==> config.mk <==
export PLATFORM = sky130hd
export DESIGN_NAME = ptr_untag_unit
export DESIGN_NICKNAME = d
export VERILOG_FILES = /design/src/rtl/untag_pkg.sv /design/src/rtl/untag_mode_decode.sv /design/src/rtl/untag_mask_core.sv /design/src/rtl/untag_out_stage.sv /design/src/rtl/ptr_untag_unit.sv
export SDC_FILE = /design/constraint.sdc
export NUM_CORES = 1
export LEC_CHECK = 0
export BUFFER_PORTS_ARGS = -buffer_cell sky130_fd_sc_hd__buf_2
export CAP_MARGIN = 20
export CORE_AREA = 2 2 103 105
export DETAILED_ROUTE_END_ITERATION = 6
export DIE_AREA = 0 0 105 107
export SLEW_MARGIN = 20
export SYNTH_ARGS = -nofsm -noshare
export SYNTH_HDL_FRONTEND = slang
export SYNTH_SLANG_ARGS = --single-unit
==> constraint.sdc <==
create_clock -name clk -period 6.6 [get_ports clk]
set_input_delay 1.65 -clock clk [delete_from_list [all_inputs] [get_ports clk]]
set_output_delay 1.65 -clock clk [all_outputs]
set_load 0.02 [all_outputs]
==> src/rtl/untag_pkg.sv <==
package untag_pkg;

    localparam int ADDR_W     = 64;
    localparam int CTL_W      = 64;
    localparam int USR_HI_BIT = 62;
    localparam int USR_LO_BIT = 61;
    localparam int SUP_EN_BIT = 28;
    localparam int SIGN_HI    = 56;
    localparam int SIGN_LO    = 47;
    localparam int TOP_BIT    = ADDR_W - 1;

    typedef enum logic [1:0] {
        MASK_OFF = 2'd0,
        MASK_HI  = 2'd1,
        MASK_LO  = 2'd2
    } mask_mode_e;

    typedef struct packed {
        logic [ADDR_W-1:0] addr;
        logic              fault;
    } untag_result_t;

    // Copy bit 'src' into every bit between src+1 and TOP_BIT-1.
    function automatic logic [ADDR_W-1:0] fill_above(input logic [ADDR_W-1:0] a, input int src);
        logic [ADDR_W-1:0] r;
        r = a;
        for (int i = 0; i < TOP_BIT; i++) begin
            if (i > src) r[i] = a[src];
        end
        return r;
    endfunction

    // True when bits TOP_BIT down to lo all agree.
    function automatic logic span_uniform(input logic [ADDR_W-1:0] a, input int lo);
        logic ok;
        ok = 1'b1;
        for (int i = 0; i < TOP_BIT; i++) begin
            if (i >= lo && a[i] != a[TOP_BIT]) ok = 1'b0;
        end
        return ok;
    endfunction

endpackage

==> src/rtl/untag_mode_decode.sv <==
module untag_mode_decode
    import untag_pkg::*;
#(
    parameter int CW  = CTL_W,
    parameter int UHI = USR_HI_BIT,
    parameter int ULO = USR_LO_BIT,
    parameter int SEN = SUP_EN_BIT
) (
    input  logic          is_sup,
    input  logic [CW-1:0] user_ctl,
    input  logic [CW-1:0] sup_ctl,
    input  logic          five_level,
    output mask_mode_e    mode
);
    always_comb begin
        mode = MASK_OFF;
        if (is_sup) begin
            if (sup_ctl[SEN]) mode = five_level ? MASK_HI : MASK_LO;
        end else if (user_ctl[UHI]) begin
            mode = MASK_HI;
        end else if (user_ctl[ULO]) begin
            mode = MASK_LO;
        end
    end
endmodule

==> src/rtl/untag_mask_core.sv <==
module untag_mask_core
    import untag_pkg::*;
(
    input  logic [ADDR_W-1:0] addr,
    input  mask_mode_e        mode,
    input  logic              five_level,
    output untag_result_t     res
);
    always_comb begin
        res.addr  = addr;
        res.fault = 1'b0;
        unique case (mode)
            MASK_HI: begin
                res.addr  = fill_above(addr, SIGN_HI);
                res.fault = addr[TOP_BIT] ^ addr[SIGN_HI];
            end
            MASK_LO: begin
                res.addr  = fill_above(addr, SIGN_LO);
                res.fault = addr[TOP_BIT] ^ addr[SIGN_LO];
            end
            default: begin
                res.addr  = addr;
                res.fault = !span_uniform(addr, five_level ? SIGN_HI : SIGN_LO);
            end
        endcase
    end
endmodule

==> src/rtl/untag_out_stage.sv <==
module untag_out_stage
    import untag_pkg::*;
(
    input  logic          clk,
    input  logic          rst,
    input  logic          in_valid,
    output logic          in_ready,
    input  untag_result_t in_res,
    output logic          out_valid,
    input  logic          out_ready,
    output untag_result_t out_res
);
    assign in_ready = !out_valid || out_ready;

    always_ff @(posedge clk) begin
        if (rst) begin
            out_valid <= 1'b0;
        end else if (in_ready) begin
            out_valid <= in_valid;
        end
    end

    always_ff @(posedge clk) begin
        if (in_valid && in_ready) out_res <= in_res;
    end

    AST_HOLD_WHILE_STALLED: assert property (@(posedge clk) disable iff (rst)
        out_valid && !out_ready |=> out_valid && $stable(out_res))
        else $error("output changed during stall");

    AST_RESET_CLEARS_VALID: assert property (@(posedge clk)
        rst |=> !out_valid)
        else $error("valid survived reset");

    AST_READY_WHEN_EMPTY: assert property (@(posedge clk) disable iff (rst)
        !out_valid |-> in_ready)
        else $error("not ready while empty");
endmodule

==> src/rtl/ptr_untag_unit.sv <==
module ptr_untag_unit
    import untag_pkg::*;
(
    input  logic              clk,
    input  logic              rst,
    input  logic              in_valid,
    output logic              in_ready,
    input  logic [ADDR_W-1:0] in_addr,
    input  logic [CTL_W-1:0]  user_ctl_word,
    input  logic [CTL_W-1:0]  sup_ctl_word,
    input  logic              five_level,
    output logic              out_valid,
    input  logic              out_ready,
    output logic [ADDR_W-1:0] out_addr,
    output logic              out_fault
);
    mask_mode_e    mode;
    untag_result_t comb_res;
    untag_result_t reg_res;

    untag_mode_decode u_decode (
        .is_sup     (in_addr[TOP_BIT]),
        .user_ctl   (user_ctl_word),
        .sup_ctl    (sup_ctl_word),
        .five_level (five_level),
        .mode       (mode)
    );

    untag_mask_core u_core (
        .addr       (in_addr),
        .mode       (mode),
        .five_level (five_level),
        .res        (comb_res)
    );

    untag_out_stage u_stage (
        .clk       (clk),
        .rst       (rst),
        .in_valid  (in_valid),
        .in_ready  (in_ready),
        .in_res    (comb_res),
        .out_valid (out_valid),
        .out_ready (out_ready),
        .out_res   (reg_res)
    );

    assign out_addr  = reg_res.addr;
    assign out_fault = reg_res.fault;

    AST_TOP_BIT_KEPT: assert property (@(posedge clk) disable iff (rst)
        in_valid && in_ready |=> out_addr[TOP_BIT] == $past(in_addr[TOP_BIT]))
        else $error("bit 63 altered");

    AST_SPLIT_TOP_FAULTS: assert property (@(posedge clk) disable iff (rst)
        out_valid && (out_addr[TOP_BIT] != out_addr[TOP_BIT-1]) |-> out_fault)
        else $error("split top bits without fault");
endmodule

==> Implementation_results.wiki, run 1 <==
{| class="wikitable"
! Metric !! Value
|-
| Multiplexer share of the synthesized area || 0%
|-
| Placeable core region || ~10,000 um^2
|-
| Path type of the worst min-delay path || flip-flop to flip-flop
|-
| Kind of start point of the critical path || input pin
|-
| Area of the mapped netlist || 2350 um^2
|-
| Setup repair after global routing missed its margin || no
|-
| Power Density || 279 nW/um^2
|-
| H-tree lvl count || 3
|-
| All-layer global routing usage || 9.73%
|-
| TritonCTS buffer count || 9
|-
| Unique masters post-synth || 27
|-
| Number of diodes || 0
|-
| Routability cong. || 0.689
|-
| Warnings from Yosys || 0
|-
| CTS clk-pin slew, worst paths || roughly 80 ps
|-
| Required time at the worst-slack endpoint || ~5000 ps
|-
| Synthesized-area fraction occupied by adder cells || 1.07%
|-
| Maximum number of pins on one net before global-route repair || 38
|-
| Signal arrival time at the worst endpoint || a little over 2000 ps
|-
| Port Buffer Count || 138
|-
| Via density per instance || 3.95
|-
| Global-route wire length before repair || 8090 um
|-
| Combinational family with the most area after synthesis || compound AO/OA/AOI/OAI gates
|-
| Cells on worst reg2reg path || 3
|-
| Initial drt markers || 46
|-
| Bufs on Longest Clock Path || 2
|-
| Post-Synthesis Net Count || 324
|-
| Post-synthesis instance total || 125
|-
| Number of buffers added for setup after CTS || 0
|-
| Global route overflow || 0
|-
| Number of design rule violations left after detail routing || 0
|-
| Post-synthesis compound-gate area fraction || slightly above 7%
|-
| Capturing element type of the critical path || output port
|-
| Xor-xnor portion of the synthesized cell area || 0%
|-
| Hold path startpoint || u_stage.out_valid$_SDFFE_PP0N_
|-
| Final Skew || 13.1 ps
|-
| Static Leakage || 1.50 nW
|-
| Die X || 105 um
|-
| Full die area || between 10,000 and 15,000 um^2
|-
| Top-level I/O count || 264
|-
| Max-capacitance violation count || 0
|-
| Total via count after detailed routing || ~1,600
|-
| Clock tree from TritonCTS || yes
|-
| Floorplan row count || 37
|-
| Number of iterations in the first detailed-routing pass || 4
|-
| Antenna Violating Nets Remaining || 0
|-
| Worst R2R End || u_stage.out_res[1]$_DFFE_PP_
|-
| Maximum net fanout on the critical path || 3
|-
| Worst vdd rail ir drop || 0.0000908 V
|-
| Fin crit period || between 3000 and 4000 ps
|-
| Post-CTS sizing || 0
|-
| Most common library cell in the layout ignoring fill and taps || sky130_fd_sc_hd__buf_2
|-
| Final setup violation count || 0
|-
| Worst reg2reg path startpoint || u_stage.out_valid$_SDFFE_PP0N_
|-
| Area of the multi-input gates || around 340 um^2
|-
| Share of the yosys chip area belonging to registers || 84.0%
|-
| Final cycle utilization of the critical path || 56.1%
|-
| Hold Buf Count CTS || 0
|-
| Die height || between 100 and 150 um
|-
| Type of the worst setup path || input pin to output port
|-
| Sink Count || between 60 and 70
|-
| Routed wire length || 5550 um
|-
| Nets@finish || 471
|-
| Starting density of the core || 23.3%
|-
| Hold worst-path end || u_stage.out_valid$_SDFFE_PP0N_
|-
| Drt wl/cell || between 10 and 15 um
|-
| Transition time of the tightest slew-check pin || 667 ps
|-
| Outcome || finished, final reports clean
|-
| Post-route setup slack || slightly below 3000 ps
|-
| Number of max-slew violations in the final report || 0
|-
| Final standard cell utilization of the core || 33.5%
|-
| Total half-perimeter wirelength after legalization and detailed placement || approximately 4300 um
|-
| FILL cells || a little over 1,000
|-
| FF+latch count, synth || 66
|-
| Worst slack, placed || 2890 ps
|-
| Cell depth of the worst min-delay path || 2
|-
| Number of hold violations in the final report || 0
|-
| Clk Latency, worst-skew pair || 340 ps
|-
| Area added between synthesis and finish || 44.1%
|-
| Achievable Freq || between 200 and 300 MHz
|-
| Mapped Avg Cell Area || around 19 um^2
|-
| Register-to-register path setup slack || ~4700 ps
|-
| Vias in the first global route || between 1,500 and 2,000
|-
| Setup TNS || 0 ps
|-
| Relative slew margins || 55.5%
|-
| Post-synthesis share of cell area spent on and, or, nand and nor gates || 5.91%
|-
| Antenna violations before repair || 0
|-
| Cell at the root of the clock tree || sky130_fd_sc_hd__clkbuf_8
|-
| Commonest cells after routing, fill and taps aside || sky130_fd_sc_hd__buf_2, sky130_fd_sc_hd__edfxtp_1, sky130_fd_sc_hd__a21o_1
|-
| Fraction of layout cells with a size suffix above 1 || 56.7%
|-
| Area taken by flip-flops and latches || 1970 um^2
|}
-- cell usage after synthesis --
master	number	area share, %
sky130_fd_sc_hd__a211oi_1	1	0.32
sky130_fd_sc_hd__a21o_1	15	4.8
sky130_fd_sc_hd__a21oi_1	3	0.64
sky130_fd_sc_hd__a31oi_1	1	0.27
sky130_fd_sc_hd__a32o_1	1	0.43
sky130_fd_sc_hd__and2_1	1	0.27
sky130_fd_sc_hd__buf_2	1	0.21
sky130_fd_sc_hd__buf_6	1	0.48
sky130_fd_sc_hd__clkbuf_1	1	0.16
sky130_fd_sc_hd__dfxtp_1	1	0.85
sky130_fd_sc_hd__edfxtp_1	65	83
sky130_fd_sc_hd__ha_1	2	1.1
sky130_fd_sc_hd__inv_1	6	0.96
sky130_fd_sc_hd__nand2_1	4	0.64
sky130_fd_sc_hd__nand2b_1	2	0.53
sky130_fd_sc_hd__nand3_1	3	0.64
sky130_fd_sc_hd__nand3b_1	1	0.32
sky130_fd_sc_hd__nand4_1	3	0.80
sky130_fd_sc_hd__nand4_2	1	0.53
sky130_fd_sc_hd__nor2_1	2	0.32
sky130_fd_sc_hd__nor2_2	1	0.27
sky130_fd_sc_hd__nor4_1	4	1.1
sky130_fd_sc_hd__o21a_1	1	0.32
sky130_fd_sc_hd__o21ai_0	1	0.21
sky130_fd_sc_hd__o22ai_1	1	0.27
sky130_fd_sc_hd__or2_0	1	0.27
sky130_fd_sc_hd__or3_1	1	0.27
-- registers in the layout (all words and copies together), names as in the netlist --
register,flops
u_stage.out_res,65
u_stage.out_valid,1
-- worst max path at each step --
stage / start / to / slack, ps
floorplan: out_ready / u_stage.out_res[0]$_DFFE_PP_ / 2690
global placement: out_ready / in_ready / 2900
detailed placement: out_ready / in_ready / 2890
CTS: out_ready / in_ready / 2890
global route: out_ready / in_ready / 2870
finish: out_ready / in_ready / 2900
-- logic make-up after synthesis --
logic type                 count (synthesis)
DFF                                       66
and+or+nand+nor                           24
buffers and inverters                      9
adders and majority gates                  2
AOI/OAI and AO/OA                         24
-- per-stage QoR --
step	area, um^2	std cells	power, mW	hold WS (ps)
finish	3380	413	0.944	507
global route	3380	413	0.987	540
CTS	3380	413	0.961	516
detailed placement	3200	397	0.637	505
global placement	3200	397	0.635	484
floorplan	2350	125	0.580	729
-- critical path: stages --
cell                       delay, ps
sky130_fd_sc_hd__buf_2            90
sky130_fd_sc_hd__nand2b_1        150
sky130_fd_sc_hd__buf_2           160
-- where the power goes --
group | switching [mW] | internal, mW | total [mW] | leakage (nW)
logic | 0.0791 | 0.0455 | 0.125 | 0.764
registers | 0.00603 | 0.496 | 0.502 | 0.640
clock network | 0.146 | 0.172 | 0.318 | 0.0958
total | 0.231 | 0.713 | 0.944 | 1.50
-- per-layer routing --
metal / global-route usage, % / part of all wire (%)
met2: 16.6 / 51
met1: 10.5 / 40
met5: 0 / 0
met4: 5.14 / 1.6
met3: 3.77 / 7.4
-- cell type report --
type,count,share of cell area [%]
flip-flops and latches,66,58.3
repair buffers,139,20.6
multi-input cells,50,9.91
well taps,136,5.03
clock buffers,10,3.77
clock inverters,6,1.70
inverters,6,0.666
Note: power is estimated with default switching activity, not from simulation.
==> inputs of run 2 (changes only) <==
--- a/config.mk
+++ b/config.mk
@@ -5,11 +5,12 @@
 export SDC_FILE = /design/constraint.sdc
 export NUM_CORES = 1
 export LEC_CHECK = 0
+export ABC_AREA = 1
 export BUFFER_PORTS_ARGS = -buffer_cell sky130_fd_sc_hd__buf_2
 export CAP_MARGIN = 20
-export CORE_AREA = 2 2 103 105
+export CORE_AREA = 2 2 101 103
 export DETAILED_ROUTE_END_ITERATION = 6
-export DIE_AREA = 0 0 105 107
+export DIE_AREA = 0 0 103 105
 export SLEW_MARGIN = 20
 export SYNTH_ARGS = -nofsm -noshare
 export SYNTH_HDL_FRONTEND = slang
==> constraint.sdc (replaced) <==
create_clock -name clk -period 3.5 [get_ports clk]
set_input_delay 0.875 -clock clk [delete_from_list [all_inputs] [get_ports clk]]
set_output_delay 0.875 -clock clk [all_outputs]
set_load 0.02 [all_outputs]
==> run 2 against run 1 <==
Register-to-register slack got worse by 2900 ps. Cell count rose by 9.0%. Sequential cell count did not move. Non-clock buffer count rose by 1. Critical path type unchanged. Highest routed layer is now met5.
==> Implementation_results.wiki, run 2 <==
{| class="wikitable"
! Metric !! Value
|-
| Routability cong. || 0.753
|-
| Final cycle utilization of the critical path || 62.8%
|-
| Outcome || finished, final reports clean
|-
| Final setup violation count || 0
|-
| Floorplan row count || 36
|-
| Clock tree from TritonCTS || yes
|-
| Mapped Avg Cell Area || 14.9 um^2
|-
| Global route overflow || 0
|-
| Bufs on Longest Clock Path || 2
|-
| Post-synthesis instance total || 161
|-
| Total internal power || between 1.5 and 2 mW
|-
| Worst vdd rail ir drop || roughly 0.00020 V
|-
| Die X || between 100 and 150 um
|-
| Sink Count || 66
|-
| Cell at the root of the clock tree || sky130_fd_sc_hd__clkbuf_8
|-
| Type of the worst setup path || input pin to output port
|-
| Final standard cell utilization of the core || roughly 37%
|-
| Cell type contributing the most total cell area after synthesis || sky130_fd_sc_hd__edfxtp_1
|-
| Achievable Freq || 455 MHz
|-
| Warnings from Yosys || 0
|-
| Capturing element type of the critical path || output port
|-
| Setup TNS || 0 ps
|-
| Dominant cell by count in the synthesized netlist || sky130_fd_sc_hd__edfxtp_1
|-
| Number of buffers added for setup after CTS || 0
|-
| Post-synth ARST share || 0%
|-
| FILL cells || about 1,000
|-
| Proportion of power drawn by the clock network || between 40% and 50%
|-
| H-tree lvl count || 3
|-
| Kind of start point of the critical path || input pin
|-
| Max FFs per register || 65
|-
| Die height || 105 um
|-
| Top Registers || u_stage.out_res: 65 flops, u_stage.out_valid: 1 flops
|-
| Number of diodes || 0
|-
| Fraction of power consumed by sequential logic || 46.7%
|-
| Antenna violations before repair || 1
|-
| Predominant post-synthesis flop cell || sky130_fd_sc_hd__edfxtp_1
|-
| Clk Latency, worst-skew pair || 330 ps
|-
| Count of flip-flops with a built-in enable after synthesis || 65
|-
| CTS clk-pin slew, worst paths || 70 ps
|-
| Initial drt markers || 42
|-
| Maximum number of pins on one net before global-route repair || 29
|-
| Finished Layout Cells || 450
|-
| Share of total power in combinational logic || 11.7%
|-
| Placeable core region || 9640 um^2
|-
| Transition time of the tightest slew-check pin || between 600 and 700 ps
|-
| Number of placed instances with taps included || roughly 430
|-
| Top-level I/O count || 264
|-
| Fin crit period || between 2000 and 2500 ps
|-
| Global-route wire length before repair || around 8300 um
|-
| Total half-perimeter wirelength after legalization and detailed placement || between 4000 and 5000 um
|-
| All-layer global routing usage || 10.1%
|-
| Hold Buf Count CTS || 0
|-
| Antenna Violating Nets Remaining || 0
|-
| Share of the synthesized area in the top cell type || 81.2%
|-
| Number of max-slew violations in the final report || 0
|-
| Setup repair after global routing missed its margin || no
|-
| Post-CTS sizing || 0
|-
| Full die area || ~11,000 um^2
|-
| Number of iterations in the first detailed-routing pass || 4
|-
| Total via count after detailed routing || 1,788
|-
| Commonest cells after routing, fill and taps aside || sky130_fd_sc_hd__buf_2, sky130_fd_sc_hd__edfxtp_1, sky130_fd_sc_hd__nand2_1
|-
| Port Buffer Count || roughly 140
|-
| Path type of the worst min-delay path || flip-flop to flip-flop
|-
| Static Leakage || 1.59 nW
|-
| Switch share || between 20% and 30%
|-
| Share of the yosys chip area belonging to registers || between 80% and 90%
|-
| Power Density || 570 nW/um^2
|-
| Nets@finish || 511
|-
| Signal arrival time at the worst endpoint || about 1300 ps
|-
| Relative slew margins || between 50 and 60%
|-
| Vias in the first global route || about 1,700
|-
| TritonCTS buffer count || 9
|-
| Via density per instance || 3.97
|-
| Unique masters post-synth || 14
|-
| Switch Pwr || 0.464 mW
|-
| Number of hold violations in the final report || 0
|-
| Synth cell count leaders || sky130_fd_sc_hd__edfxtp_1, sky130_fd_sc_hd__nand2_1, sky130_fd_sc_hd__inv_1
|-
| Max-capacitance violation count || 0
|-
| Starting density of the core || between 20 and 25%
|-
| Cell types occupying the most area after synthesis || sky130_fd_sc_hd__edfxtp_1, sky130_fd_sc_hd__nand2_1, sky130_fd_sc_hd__inv_1, sky130_fd_sc_hd__o21ai_0, sky130_fd_sc_hd__nor2_1
|-
| Fraction of layout cells with a size suffix above 1 || about half
|-
| Required time at the worst-slack endpoint || 2620 ps
|-
| Number of design rule violations left after detail routing || 0
|-
| Post-layout total power || 2.03 mW
|-
| FF+latch count, synth || between 60 and 70
|-
| Post-Synthesis Net Count || 360
|-
| Maximum net fanout on the critical path || 2
|-
| Area added between synthesis and finish || 47.8%
|-
| Worst Hold Slack || between 500 and 600 ps
|-
| Drt wl/cell || around 13 um
|-
| Area of the mapped netlist || 2400 um^2
|-
| Routed wire length || 5640 um
|-
| Top register by number of flip-flops || u_stage.out_res
|-
| Final Skew || 9.73 ps
|-
| Most common library cell in the layout ignoring fill and taps || sky130_fd_sc_hd__buf_2
|}
## run 2: power by group through the flow
stage	Sequential [mW]	Combinational [mW]	Clock, mW
finish	0.947	0.237	0.842
global route	0.953	0.261	0.901
CTS	0.948	0.241	0.870
detailed placement	0.965	0.241	0
global placement	0.965	0.238	0
floorplan	1.04	0.0573	0
## run 2: area by class of cell
| class | instances | area (um^2) | share of cell area (%) |
|---|---|---|---|
| Inverter | 22 | 82.6 | 2.32 |
| Sequential cell | 66 | 1970 | 55.5 |
| Clock inverter | 7 | 141 | 3.98 |
| Clock buffer | 9 | 124 | 3.49 |
| Tap cell | 133 | 166 | 4.68 |
| Multi-Input combinational cell | 73 | 362 | 10.2 |
| Timing Repair Buffer | 140 | 706 | 19.9 |
## run 2: logic make-up (layout without fill, tap and decap cells)
group	count (synthesis)	after routing	synth area share [%]
buffers and inverters	22	178	3.43
adder cells (fa/ha/maj)	2	2	1.04
flip-flops	66	66	82.0
AND/OR/NAND/NOR	48	48	7.91
AO/OA/AOI/OAI	23	23	5.62
## run 2: through the flow
stage / worst slack [ps] / area (um^2)
2_1_floorplan: 246 / 2410
3_3_place_gp: 993 / 3290
3_5_place_dp: 943 / 3290
4_1_cts: 1300 / 3550
5_1_grt: 1140 / 3550
6_report: 1300 / 3550
## run 2: routing by layer
layer	vias to the layer above	wire length, um	global-route usage [%]
met5	-	16	0
met4	2	113	6.11
met3	11	512	2.94
met2	91	2680	16.0
met1	818	2320	11.9
li1	866	-	-
## run 2: final timing paths
check	from	end	slack (ps)	depth (start not counted)
worst max-delay path	out_ready	in_ready	1300	4
worst min-delay path	u_stage.out_valid$_SDFFE_PP0N_	u_stage.out_valid$_SDFFE_PP0N_	540	2
worst max register to register	u_stage.out_valid$_SDFFE_PP0N_	u_stage.out_res[12]$_DFFE_PP_	1820	2
worst min register to register	u_stage.out_valid$_SDFFE_PP0N_	u_stage.out_valid$_SDFFE_PP0N_	540	2
## run 2: critical path: stages
cell	delay, ps
sky130_fd_sc_hd__buf_2	100
sky130_fd_sc_hd__inv_1	100
sky130_fd_sc_hd__nand2_1	80
sky130_fd_sc_hd__buf_2	170
==> inputs of run 3 (changes only) <==
==> constraint.sdc (replaced) <==
create_clock -name clk -period 2.2 [get_ports clk]
set_input_delay 0.55 -clock clk [delete_from_list [all_inputs] [get_ports clk]]
set_output_delay 0.55 -clock clk [all_outputs]
set_load 0.02 [all_outputs]
==> run 3 against run 2 <==
Core utilization about the same. Routed wire length fell by 2.7%. Sequential cell count stayed put. Clock power up 45%. Register-to-register slack lost 810 ps. Sequential power up 59%. Setup slack worse by 940 ps. Cell area hardly changed. Critical path type is now input pin to flip-flop. Critical endpoint is now u_stage.out_res[52]$_DFFE_PP_. Largest power group unchanged.
==> Implementation_results.wiki, run 3 (same netlist as run 2, synthesis figures left out) <==
{| class="wikitable"
! Metric !! Value
|-
| Bufs on Longest Clock Path || 2
|-
| Kind of start point of the critical path || input pin
|-
| Drt wl/cell || roughly 12 um
|-
| Number of design rule violations left after detail routing || 0
|-
| Global route overflow || 0
|-
| Commonest cells after routing, fill and taps aside || sky130_fd_sc_hd__buf_2, sky130_fd_sc_hd__edfxtp_1, sky130_fd_sc_hd__nand2_1
|-
| FILL cells || 990
|-
| Area of the multi-input gates || approximately 360 um^2
|-
| Number of iterations in the first detailed-routing pass || 4
|-
| Die X || 103 um
|-
| Area after detailed placement || approximately 3300 um^2
|-
| Top Registers || u_stage.out_res: 65 flops, u_stage.out_valid: 1 flops
|-
| Cell with the most instances on the worst path || sky130_fd_sc_hd__inv_1
|-
| Fraction of layout cells with a size suffix above 1 || ~50%
|-
| Static Leakage || 1.58 nW
|-
| Top-level I/O count || 264
|-
| Area added between synthesis and finish || 47.7%
|-
| Placeable core region || 9640 um^2
|-
| Number of max-slew violations in the final report || 0
|-
| Post-CTS sizing || 0
|-
| Path type of the worst min-delay path || input pin to flip-flop
|-
| Number of diodes || 0
|-
| Relative slew margins || between 70% and 80%
|-
| Die height || ~110 um
|-
| Ordered list of cells on the worst path || buf_2 -> inv_1 -> nand3_1 -> o21a_1 -> inv_1 -> ha_1 -> nor2_1 -> inv_1 -> o21ai_0
|-
| Final setup violation count || 0
|-
| Starting density of the core || 24.9%
|-
| CP max stage delay || 360 ps
|-
| Final cycle utilization of the critical path || 83.3%
|-
| Via density per instance || 3.99
|-
| Clock tree from TritonCTS || yes
|-
| Fin crit period || 1830 ps
|-
| Worst Hold Slack || 361 ps
|-
| Global-route wire length before repair || roughly 8000 um
|-
| Setup TNS || 0 ps
|-
| Post-route setup slack || 367 ps
|-
| Type of the worst setup path || input pin to flip-flop
|-
| Power Density || roughly 880 nW/um^2
|-
| Number of buffers added for setup after CTS || 0
|-
| Capturing element type of the critical path || flip-flop
|-
| Most common library cell in the layout ignoring fill and taps || sky130_fd_sc_hd__buf_2
|-
| Routed wire length || 5490 um
|-
| Hold Buf Count CTS || 0
|-
| Transition time of the tightest slew-check pin || about 330 ps
|-
| Outcome || finished, final reports clean
|-
| Max FFs per register || 65
|-
| Maximum net fanout on the critical path || 9
|-
| Worst vdd rail ir drop || 0.000239 V
|-
| Signal arrival time at the worst endpoint || 1900 ps
|-
| Port Buffer Count || 138
|-
| Antenna Violating Nets Remaining || 0
|-
| Area taken by flip-flops and latches || 1970 um^2
|-
| Sink Count || 66
|-
| Worst slack, placed || approximately 27 ps
|-
| Number of hold violations in the final report || 0
|-
| Floorplan row count || 36
|-
| Vias in the first global route || 1,686
|-
| Maximum number of pins on one net before global-route repair || 66
|-
| TritonCTS buffer count || 9
|-
| Full die area || approximately 11,000 um^2
|-
| Initial drt markers || 39
|-
| Register-to-register path setup slack || slightly above 1000 ps
|-
| Post-layout instance area || ~3600 um^2
|-
| Clk Latency, worst-skew pair || 340 ps
|-
| Routability cong. || 0.695
|-
| Nets@finish || between 500 and 600
|-
| Final standard cell utilization of the core || 36.8%
|-
| Achievable Freq || 546 MHz
|-
| Cell at the root of the clock tree || sky130_fd_sc_hd__clkbuf_8
|-
| H-tree lvl count || 3
|-
| Total half-perimeter wirelength after legalization and detailed placement || 4190 um
|-
| Antenna violations before repair || 0
|-
| Required time at the worst-slack endpoint || roughly 2300 ps
|-
| Setup repair after global routing missed its margin || no
|-
| Top register by number of flip-flops || u_stage.out_res
|-
| Cell type of the slowest stage on the worst timing path || sky130_fd_sc_hd__ha_1
|-
| Final Skew || 9.10 ps
|-
| Total via count after detailed routing || 1,800
|-
| All-layer global routing usage || 9.97%
|-
| CTS clk-pin slew, worst paths || 70 ps
|-
| Max-capacitance violation count || 0
|}
run 3: cell types whose count changed in the layout (fill, tap and decap cells not counted):
cell / delta
sky130_fd_sc_hd__clkbuf_1: +1
sky130_fd_sc_hd__clkinv_1: -1
sky130_fd_sc_hd__bufinv_16: -1
sky130_fd_sc_hd__buf_12: +1
sky130_fd_sc_hd__clkinvlp_4: +1
run 3: final timing paths:
path,cells after the start,start,to
max reg2reg,2,u_stage.out_valid$_SDFFE_PP0N_,u_stage.out_res[22]$_DFFE_PP_
min,2,rst,u_stage.out_valid$_SDFFE_PP0N_
min reg2reg,2,u_stage.out_valid$_SDFFE_PP0N_,u_stage.out_valid$_SDFFE_PP0N_
max,9,in_addr[63],u_stage.out_res[52]$_DFFE_PP_
run 3: critical path, delay by kind of cell:
family | cells | cell delay [ps]
buf+inv | 4 | 510
simple gates | 2 | 190
compound gates | 2 | 290
fa+ha+maj | 1 | 360
run 3: cell type report:
type,count,area share [%]
tap,133,4.69
clock inverter,6,3.24
sequential,66,55.5
inverter,22,2.33
clock buffer,10,3.59
timing repair buffer,141,20.4
multi-input combinational,73,10.2
run 3: layer usage:
| layer | part of all wire [%] | GRT usage [%] | up-vias |
|---|---|---|---|
| li1 | - | - | 868 |
| met4 | 2.5 | 6.20 | 0 |
| met3 | 9.0 | 3.34 | 11 |
| met5 | 0 | 0 | - |
| met2 | 50 | 16.6 | 97 |
| met1 | 39 | 10.6 | 824 |
run 3: per-stage QoR:
step / power, mW / std cells
after floorplan: 1.74 / 161
after global placement: 1.92 / 435
after detailed placement: 1.93 / 435
after CTS: 3.17 / 451
after global routing: 3.26 / 451
final: 3.11 / 451
run 3: power breakdown:
group	switching, mW	internal (mW)
combinational	0.246	0.138
sequential	0.0217	1.49
clock	0.460	0.757
